File: src/rtl/sps_pkg.sv
package sps_pkg;

  typedef struct packed {
    logic cs_n;
    logic sclk;
    logic din;
  } pin_bus_t;

  localparam pin_bus_t PIN_IDLE = '{cs_n: 1'b1, sclk: 1'b0, din: 1'b0};

endpackage

File: src/rtl/sps_sync.sv
module sps_sync #(
  parameter int           W       = 3,
  parameter int           STAGES  = 2,
  parameter logic [W-1:0] RST_VAL = '0
) (
  input  logic         clk,
  input  logic         rst,
  input  logic [W-1:0] d,
  output logic [W-1:0] q
);

  logic [W-1:0] stg [STAGES];

  generate
    for (genvar s = 0; s < STAGES; s++) begin : g_stage
      if (s == 0) begin : g_first
        always_ff @(posedge clk) begin
          if (rst) stg[0] <= RST_VAL;
          else     stg[0] <= d;
        end
      end else begin : g_next
        always_ff @(posedge clk) begin
          if (rst) stg[s] <= RST_VAL;
          else     stg[s] <= stg[s-1];
        end
      end
    end
  endgenerate

  assign q = stg[STAGES-1];

endmodule

File: src/rtl/sps_word_ctr.sv
module sps_word_ctr #(
  parameter int WORD_LEN  = 16,
  parameter int TRACK_LEN = 3,
  parameter int CNT_W     = $clog2(WORD_LEN)
) (
  input  logic             clk,
  input  logic             rst,
  input  logic             cs_n_s,
  input  logic             sclk_rise,
  output logic [CNT_W-1:0] cnt_o,
  output logic             word_end_o,
  output logic             track_o,
  output logic             hold_o,
  output logic             pwrdn_o,
  output logic             oe_o
);

  localparam logic [CNT_W-1:0] LAST   = CNT_W'(WORD_LEN - 1);
  localparam logic [CNT_W-1:0] HOLD_AT = CNT_W'(TRACK_LEN);

  logic [CNT_W-1:0] cnt_q;
  logic             gap_q;
  logic             edge_act;

  assign edge_act   = sclk_rise & ~cs_n_s;
  assign word_end_o = edge_act & (cnt_q == LAST);
  assign cnt_o      = cnt_q;

  // rising-edge count within the word, plus the post-word gap flag
  always_ff @(posedge clk) begin
    if (rst || cs_n_s) begin
      cnt_q <= '0;
      gap_q <= 1'b0;
    end else if (edge_act) begin
      if (cnt_q == LAST) begin
        cnt_q <= '0;
        gap_q <= 1'b1;
      end else begin
        cnt_q <= cnt_q + 1'b1;
        gap_q <= 1'b0;
      end
    end
  end

  // registered phase outputs
  always_ff @(posedge clk) begin
    if (rst) begin
      track_o <= 1'b0;
      hold_o  <= 1'b0;
      pwrdn_o <= 1'b1;
      oe_o    <= 1'b0;
    end else begin
      track_o <= ~cs_n_s & (cnt_q < HOLD_AT);
      hold_o  <= ~cs_n_s & (cnt_q >= HOLD_AT);
      pwrdn_o <= cs_n_s | gap_q;
      oe_o    <= ~cs_n_s;
    end
  end

  // the word boundary always opens the gap and restarts at zero count
  a_r2_wrap_gap : assert property (@(posedge clk) disable iff (rst)
    word_end_o |=> (cnt_q == '0) && gap_q);

endmodule

File: src/rtl/sps_addr_pipe.sv
module sps_addr_pipe #(
  parameter int CNT_W      = 4,
  parameter int CH_W       = 2,
  parameter int ADDR_FIRST = 4
) (
  input  logic             clk,
  input  logic             rst,
  input  logic             edge_act,
  input  logic [CNT_W-1:0] cnt,
  input  logic             din_s,
  input  logic             commit,
  output logic [CH_W-1:0]  chan_o
);

  logic [CH_W-1:0] pend_q;
  logic [CH_W-1:0] chan_q;

  // capture address bits MSB first at their rising-edge slots
  always_ff @(posedge clk) begin
    if (rst) begin
      pend_q <= '0;
    end else if (edge_act) begin
      for (int i = 0; i < CH_W; i++) begin
        if (cnt == CNT_W'(ADDR_FIRST - 1 + i)) pend_q[CH_W-1-i] <= din_s;
      end
    end
  end

  always_ff @(posedge clk) begin
    if (rst)         chan_q <= '0;
    else if (commit) chan_q <= pend_q;
  end

  assign chan_o = chan_q;

  // the select moves only on a completed word
  a_r7_chan_steady : assert property (@(posedge clk) disable iff (rst)
    !commit |=> $stable(chan_q));

endmodule

File: src/rtl/sps_dout_shift.sv
module sps_dout_shift #(
  parameter int WORD_LEN  = 16,
  parameter int SAMPLE_W  = 12,
  parameter int TRACK_LEN = 3,
  parameter int CNT_W     = $clog2(WORD_LEN)
) (
  input  logic                clk,
  input  logic                rst,
  input  logic                cs_n_s,
  input  logic                sclk_rise,
  input  logic                sclk_fall,
  input  logic [CNT_W-1:0]    cnt,
  input  logic [SAMPLE_W-1:0] sample_i,
  output logic                dout_o
);

  localparam int ZPAD = WORD_LEN - SAMPLE_W;
  localparam logic [CNT_W-1:0] TOP_BIT = CNT_W'(WORD_LEN - 1);

  logic [SAMPLE_W-1:0] smp_q;
  logic [WORD_LEN-1:0] frame_w;
  logic                dout_q;

  assign frame_w = {{ZPAD{1'b0}}, smp_q};

  // sample captured on the edge that opens the hold phase
  always_ff @(posedge clk) begin
    if (rst) smp_q <= '0;
    else if (sclk_rise && !cs_n_s && cnt == CNT_W'(TRACK_LEN - 1)) smp_q <= sample_i;
  end

  always_ff @(posedge clk) begin
    if (rst || cs_n_s)   dout_q <= 1'b0;
    else if (sclk_fall)  dout_q <= frame_w[TOP_BIT - cnt];
  end

  assign dout_o = dout_q;

  // the leading pad positions always present zero
  a_r9_pad_zero : assert property (@(posedge clk) disable iff (rst)
    (sclk_fall && !cs_n_s && cnt < CNT_W'(ZPAD)) |=> !dout_q);

endmodule

File: src/rtl/sar_serial_slave.sv
module sar_serial_slave #(
  parameter int WORD_LEN    = 16,
  parameter int SAMPLE_W    = 12,
  parameter int CH_W        = 2,
  parameter int TRACK_LEN   = 3,
  parameter int ADDR_FIRST  = 4,
  parameter int SYNC_STAGES = 2
) (
  input  logic                clk,
  input  logic                rst,
  input  logic                cs_n_i,
  input  logic                sclk_i,
  input  logic                din_i,
  input  logic [SAMPLE_W-1:0] sample_i,
  output logic                dout_o,
  output logic                dout_oe_o,
  output logic                track_o,
  output logic                hold_o,
  output logic                pwrdn_o,
  output logic [CH_W-1:0]     chan_sel_o
);

  import sps_pkg::*;

  localparam int CNT_W = $clog2(WORD_LEN);

  pin_bus_t         pins_raw;
  pin_bus_t         pins_s;
  logic             sclk_prev;
  logic             sclk_rise;
  logic             sclk_fall;
  logic [CNT_W-1:0] cnt;
  logic             word_end;

  assign pins_raw = '{cs_n: cs_n_i, sclk: sclk_i, din: din_i};

  sps_sync #(
    .W       ($bits(pin_bus_t)),
    .STAGES  (SYNC_STAGES),
    .RST_VAL (PIN_IDLE)
  ) u_sync (
    .clk (clk),
    .rst (rst),
    .d   (pins_raw),
    .q   (pins_s)
  );

  always_ff @(posedge clk) begin
    if (rst) sclk_prev <= PIN_IDLE.sclk;
    else     sclk_prev <= pins_s.sclk;
  end

  assign sclk_rise = pins_s.sclk & ~sclk_prev;
  assign sclk_fall = ~pins_s.sclk & sclk_prev;

  sps_word_ctr #(
    .WORD_LEN  (WORD_LEN),
    .TRACK_LEN (TRACK_LEN),
    .CNT_W     (CNT_W)
  ) u_ctr (
    .clk        (clk),
    .rst        (rst),
    .cs_n_s     (pins_s.cs_n),
    .sclk_rise  (sclk_rise),
    .cnt_o      (cnt),
    .word_end_o (word_end),
    .track_o    (track_o),
    .hold_o     (hold_o),
    .pwrdn_o    (pwrdn_o),
    .oe_o       (dout_oe_o)
  );

  sps_addr_pipe #(
    .CNT_W      (CNT_W),
    .CH_W       (CH_W),
    .ADDR_FIRST (ADDR_FIRST)
  ) u_addr (
    .clk      (clk),
    .rst      (rst),
    .edge_act (sclk_rise & ~pins_s.cs_n),
    .cnt      (cnt),
    .din_s    (pins_s.din),
    .commit   (word_end),
    .chan_o   (chan_sel_o)
  );

  sps_dout_shift #(
    .WORD_LEN  (WORD_LEN),
    .SAMPLE_W  (SAMPLE_W),
    .TRACK_LEN (TRACK_LEN),
    .CNT_W     (CNT_W)
  ) u_dout (
    .clk       (clk),
    .rst       (rst),
    .cs_n_s    (pins_s.cs_n),
    .sclk_rise (sclk_rise),
    .sclk_fall (sclk_fall),
    .cnt       (cnt),
    .sample_i  (sample_i),
    .dout_o    (dout_o)
  );

  // track and hold are mutually exclusive
  a_r3_phase_excl : assert property (@(posedge clk) disable iff (rst)
    !(track_o && hold_o));

  // a high select gives a disabled pad and power-down one cycle later
  a_r4_oe_off : assert property (@(posedge clk) disable iff (rst)
    pins_s.cs_n |=> (!dout_oe_o && pwrdn_o && !track_o && !hold_o));

  // a low select drives the pad one cycle later
  a_r4_oe_on : assert property (@(posedge clk) disable iff (rst)
    !pins_s.cs_n |=> dout_oe_o);

endmodule

File: config.mk
export PLATFORM = sky130hd
export DESIGN_NAME = sar_serial_slave
export DESIGN_NICKNAME = d
export VERILOG_FILES = /design/src/rtl/sps_pkg.sv /design/src/rtl/sps_sync.sv /design/src/rtl/sps_word_ctr.sv /design/src/rtl/sps_addr_pipe.sv /design/src/rtl/sps_dout_shift.sv /design/src/rtl/sar_serial_slave.sv
export SDC_FILE = /design/constraint.sdc
export NUM_CORES = 1
export LEC_CHECK = 0
export ABC_CLOCK_PERIOD_IN_PS = 3500
export BUFFER_PORTS_ARGS = -buffer_cell sky130_fd_sc_hd__clkbuf_2
export CAP_MARGIN = 20
export CORE_UTILIZATION = 49
export DETAILED_ROUTE_END_ITERATION = 12
export PLACE_DENSITY = 0.74
export SYNTH_ARGS = -nofsm -noshare
export SYNTH_HDL_FRONTEND = slang
export SYNTH_SLANG_ARGS = --single-unit
export TNS_END_PERCENT = 30
File: constraint.sdc
create_clock -name clk -period 3.5 [get_ports clk]
set_clock_uncertainty 0.2 [all_clocks]
set_input_delay 0.35 -clock clk [delete_from_list [all_inputs] [get_ports clk]]
set_output_delay 0.35 -clock clk [all_outputs]
set_load 0.05 [all_outputs]
==> run metrics <==
outcome completed; Die Wd 53.9 um; routed wl met2 993 um; # setup viols final 0; die height 53.9 um; Worst R2R Path Depth 5; worst hold-check path type in -> reg; Compound-Gate Fraction of Synth Area 3.13%; Filler cells 222; CP arrival 1.78 ns; first-pass GRT wire length 3530 um; RSZ-0062 raised after global routing false; clock root buffer clkbuf_4; Worst-path clk slew 0.09 ns; post-DR wirelength/cell 11.7 um; # diodes 0; syn avg cell area 10.2 um^2; asr flop ratio synth 0%; # clock sinks 33; CTS max path bufs 2; Vias/cell 5.00; Simple-Gate Fraction of Synth Area 21.8%; WL met1 988 um; crit path kind reg -> reg; Slew HR 70.3%; Maximum Capacitance Violations 0; initial antenna violation count 0; most frequent cell after synthesis dfxtp_1; CTS tree yes; post-synthesis adder-cell area fraction between 2 and 3%; largest net degree at the start of global routing 26; Mapped Nets 149; share of cells above drive strength 1 24.7%; post-cts sizing count 0; vias in the first global route 827; startpoint types register; Detail Route Antenna Nets 0; DR pass1 iterations 4; Worst Setup EP u_dout.smp_q[1]$_SDFFE_PP0P_; multiplexer share of the synthesized area 17.1%; area leader, netlist dfxtp_1; xor-xnor portion of the synthesized cell area 1.33%; Buf+Inv Stages, Crit Path 1; Yosys reg bits 33; cell count after synthesis roughly 130; Layout area overhead 15.9%; r2r endpoint u_dout.smp_q[1]$_SDFFE_PP0P_; clk_lat worst skew 0.34 ns; maximum vdd drop 0.414 mV; max-slew violations 0; core area 2500 um^2; number of synthesized flops with an enable pin 0; area of the multi-input gates 609 um^2; I/O Pins 24; DRT iter0 DRCs 9; CP peak stage delay 0.54 ns; critical path's slowest cell dfxtp_1; Worst Tran Pin Value 0.445 ns; critical path's top delay family flip-flops; PD cells 458 nW/um^2; leakage 0.741 nW; Seq/Total Area, Yosys 50.1%; minimum clock period 1.76 ns; Rows 18; worst-path cell chain inv_1, ha_1, nand3_4, mux2i_1, nor2_1; number of remaining DRC errors 0; setup TNS 0 ns; Post-synth top cells dfxtp_1 (33), nor2_1 (22), mux2i_1 (18); Post-synth top flop dfxtp_1; Vias 920; main combinational cell family by area after synthesis simple AND/OR/NAND/NOR gates; Final Non-Filler Cells approximately 180; R2R setup slack approximately 1.7 ns; Unique masters post-synth 29; WP data required 3.52 ns; CP Capture Type register; GRT overflow 0; Worst path depth 5; total CTS buffers 5; Synth area leaders dfxtp_1 (50%), mux2i_1 (14%), nor2_1 (6.3%); drt total wl about 2200 um; synth warn 0; metal3 WL 97 um; Die Footprint 2900 um^2; peak fanout along the critical path 12; RePlAce Congestion between 0.8 and 0.9; Setup crit start u_ctr.cnt_o[0]$_SDFFE_PP0P_; DP Cell Count 175; Syn Std Cell Area about 1300 um^2; Max H-tree Level 2; gr usage total a little under a fifth; post-DP HPWL between 1500 and 2000 um; Fin. Hold Viols 0; final period utilization 50.3%; Yosys top cell area share about half; total setup buffers inserted after CTS 0; worst r2r src u_ctr.cnt_o[0]$_SDFFE_PP0P_; initial core utilization 52.8%; Top Layer Used met4; register area 661 um^2; post-layout net count 173; Fmax 0.569 GHz; IO Port Bufs 23
-- flip-flops by register name (all words and copies together) (netlist names), 2 cells and up --
name	count
u_ctr.cnt_o	4
u_sync.stg	6
u_dout.smp_q	12
u_addr.pend_q	2
u_addr.chan_o	2
-- timing repair --
item                                    CTS  global route
endpoints found under the setup margin    0             0
hold endpoints to repair                  1             0
hold buffers                              1             0
-- cells in the final DEF (no fill, tap or decap), types with 2 or more instances in the layout --
master	n
inv_1	3
ha_1	3
dfxtp_1	33
or2_2	3
mux2i_1	18
mux2_2	2
clkbuf_2	23
nor2b_1	10
a21oi_1	3
nand2_1	2
nand3_1	5
nand4_1	3
nor2_1	22
and3_1	2
clkbuf_4	5
-- logic make-up after synthesis --
kind of cell               Yosys count
AOI/OAI and AO/OA                    7
muxes                               21
and+or+nand+nor                     53
DFF                                 33
buffers and inverters               10
adders and majority gates            3
xor gates and xnor gates             2
-- per-stage QoR --
stage / setup WS, ns / utilization (%) / hold slack, ns / instance area [um^2] / total power [mW]
finish: 1.74 / 61.2 / 0.0216 / 1530 / 0.701
global route: 1.57 / 61.2 / 0.0202 / 1530 / 0.724
CTS: 1.72 / 61.2 / 0.00792 / 1530 / 0.706
detailed placement: 1.74 / 57.4 / 0.195 / 1430 / 0.413
global placement: 1.74 / 57.4 / 0.196 / 1430 / 0.413
floorplan: 1.91 / - / 0.189 / 1320 / 0.402
-- where the power goes --
| part | internal [mW] | switching, mW | total (mW) | leakage, nW |
|---|---|---|---|---|
| Combinational | 0.0115 | 0.0121 | 0.0236 | 0.428 |
| Clock | 0.170 | 0.125 | 0.295 | 0.0455 |
| Sequential | 0.380 | 0.00206 | 0.382 | 0.267 |
| Total | 0.562 | 0.139 | 0.701 | 0.741 |
-- per-layer routing --
| layer | vias to the layer above | GRT usage (%) |
|---|---|---|
| met5 | - | 0 |
| met4 | 0 | 14.5 |
| met3 | 8 | 6.78 |
| met2 | 20 | 27.4 |
| met1 | 409 | 21.3 |
| li1 | 483 | - |
-- how the worst min path moves through the flow --
stage | start | end | slack, ns | cells after the start
floorplan | u_sync.stg[0][2]$_SDFF_PP1_ | u_sync.stg[1][2]$_SDFF_PP1_ | 0.19 | 1
global placement | u_sync.stg[0][2]$_SDFF_PP1_ | u_sync.stg[1][2]$_SDFF_PP1_ | 0.20 | 1
detailed placement | u_sync.stg[0][2]$_SDFF_PP1_ | u_sync.stg[1][2]$_SDFF_PP1_ | 0.19 | 1
CTS | sclk_i | u_sync.stg[0][1]$_SDFF_PP0_ | 0.008 | 2
global route | din_i | u_sync.stg[0][0]$_SDFF_PP0_ | 0.02 | 2
finish | din_i | u_sync.stg[0][0]$_SDFF_PP0_ | 0.02 | 2
-- final cells by class --
cell class	instances	share of cell area, %
Clock inverter	1	1.96
Timing Repair Buffer	24	8.18
Inverter	3	0.736
Clock buffer	7	3.60
Multi-Input combinational cell	86	39.9
Sequential cell	33	43.2
Tap cell	30	2.45
No activity file was read; power rests on OpenSTA's default activity.
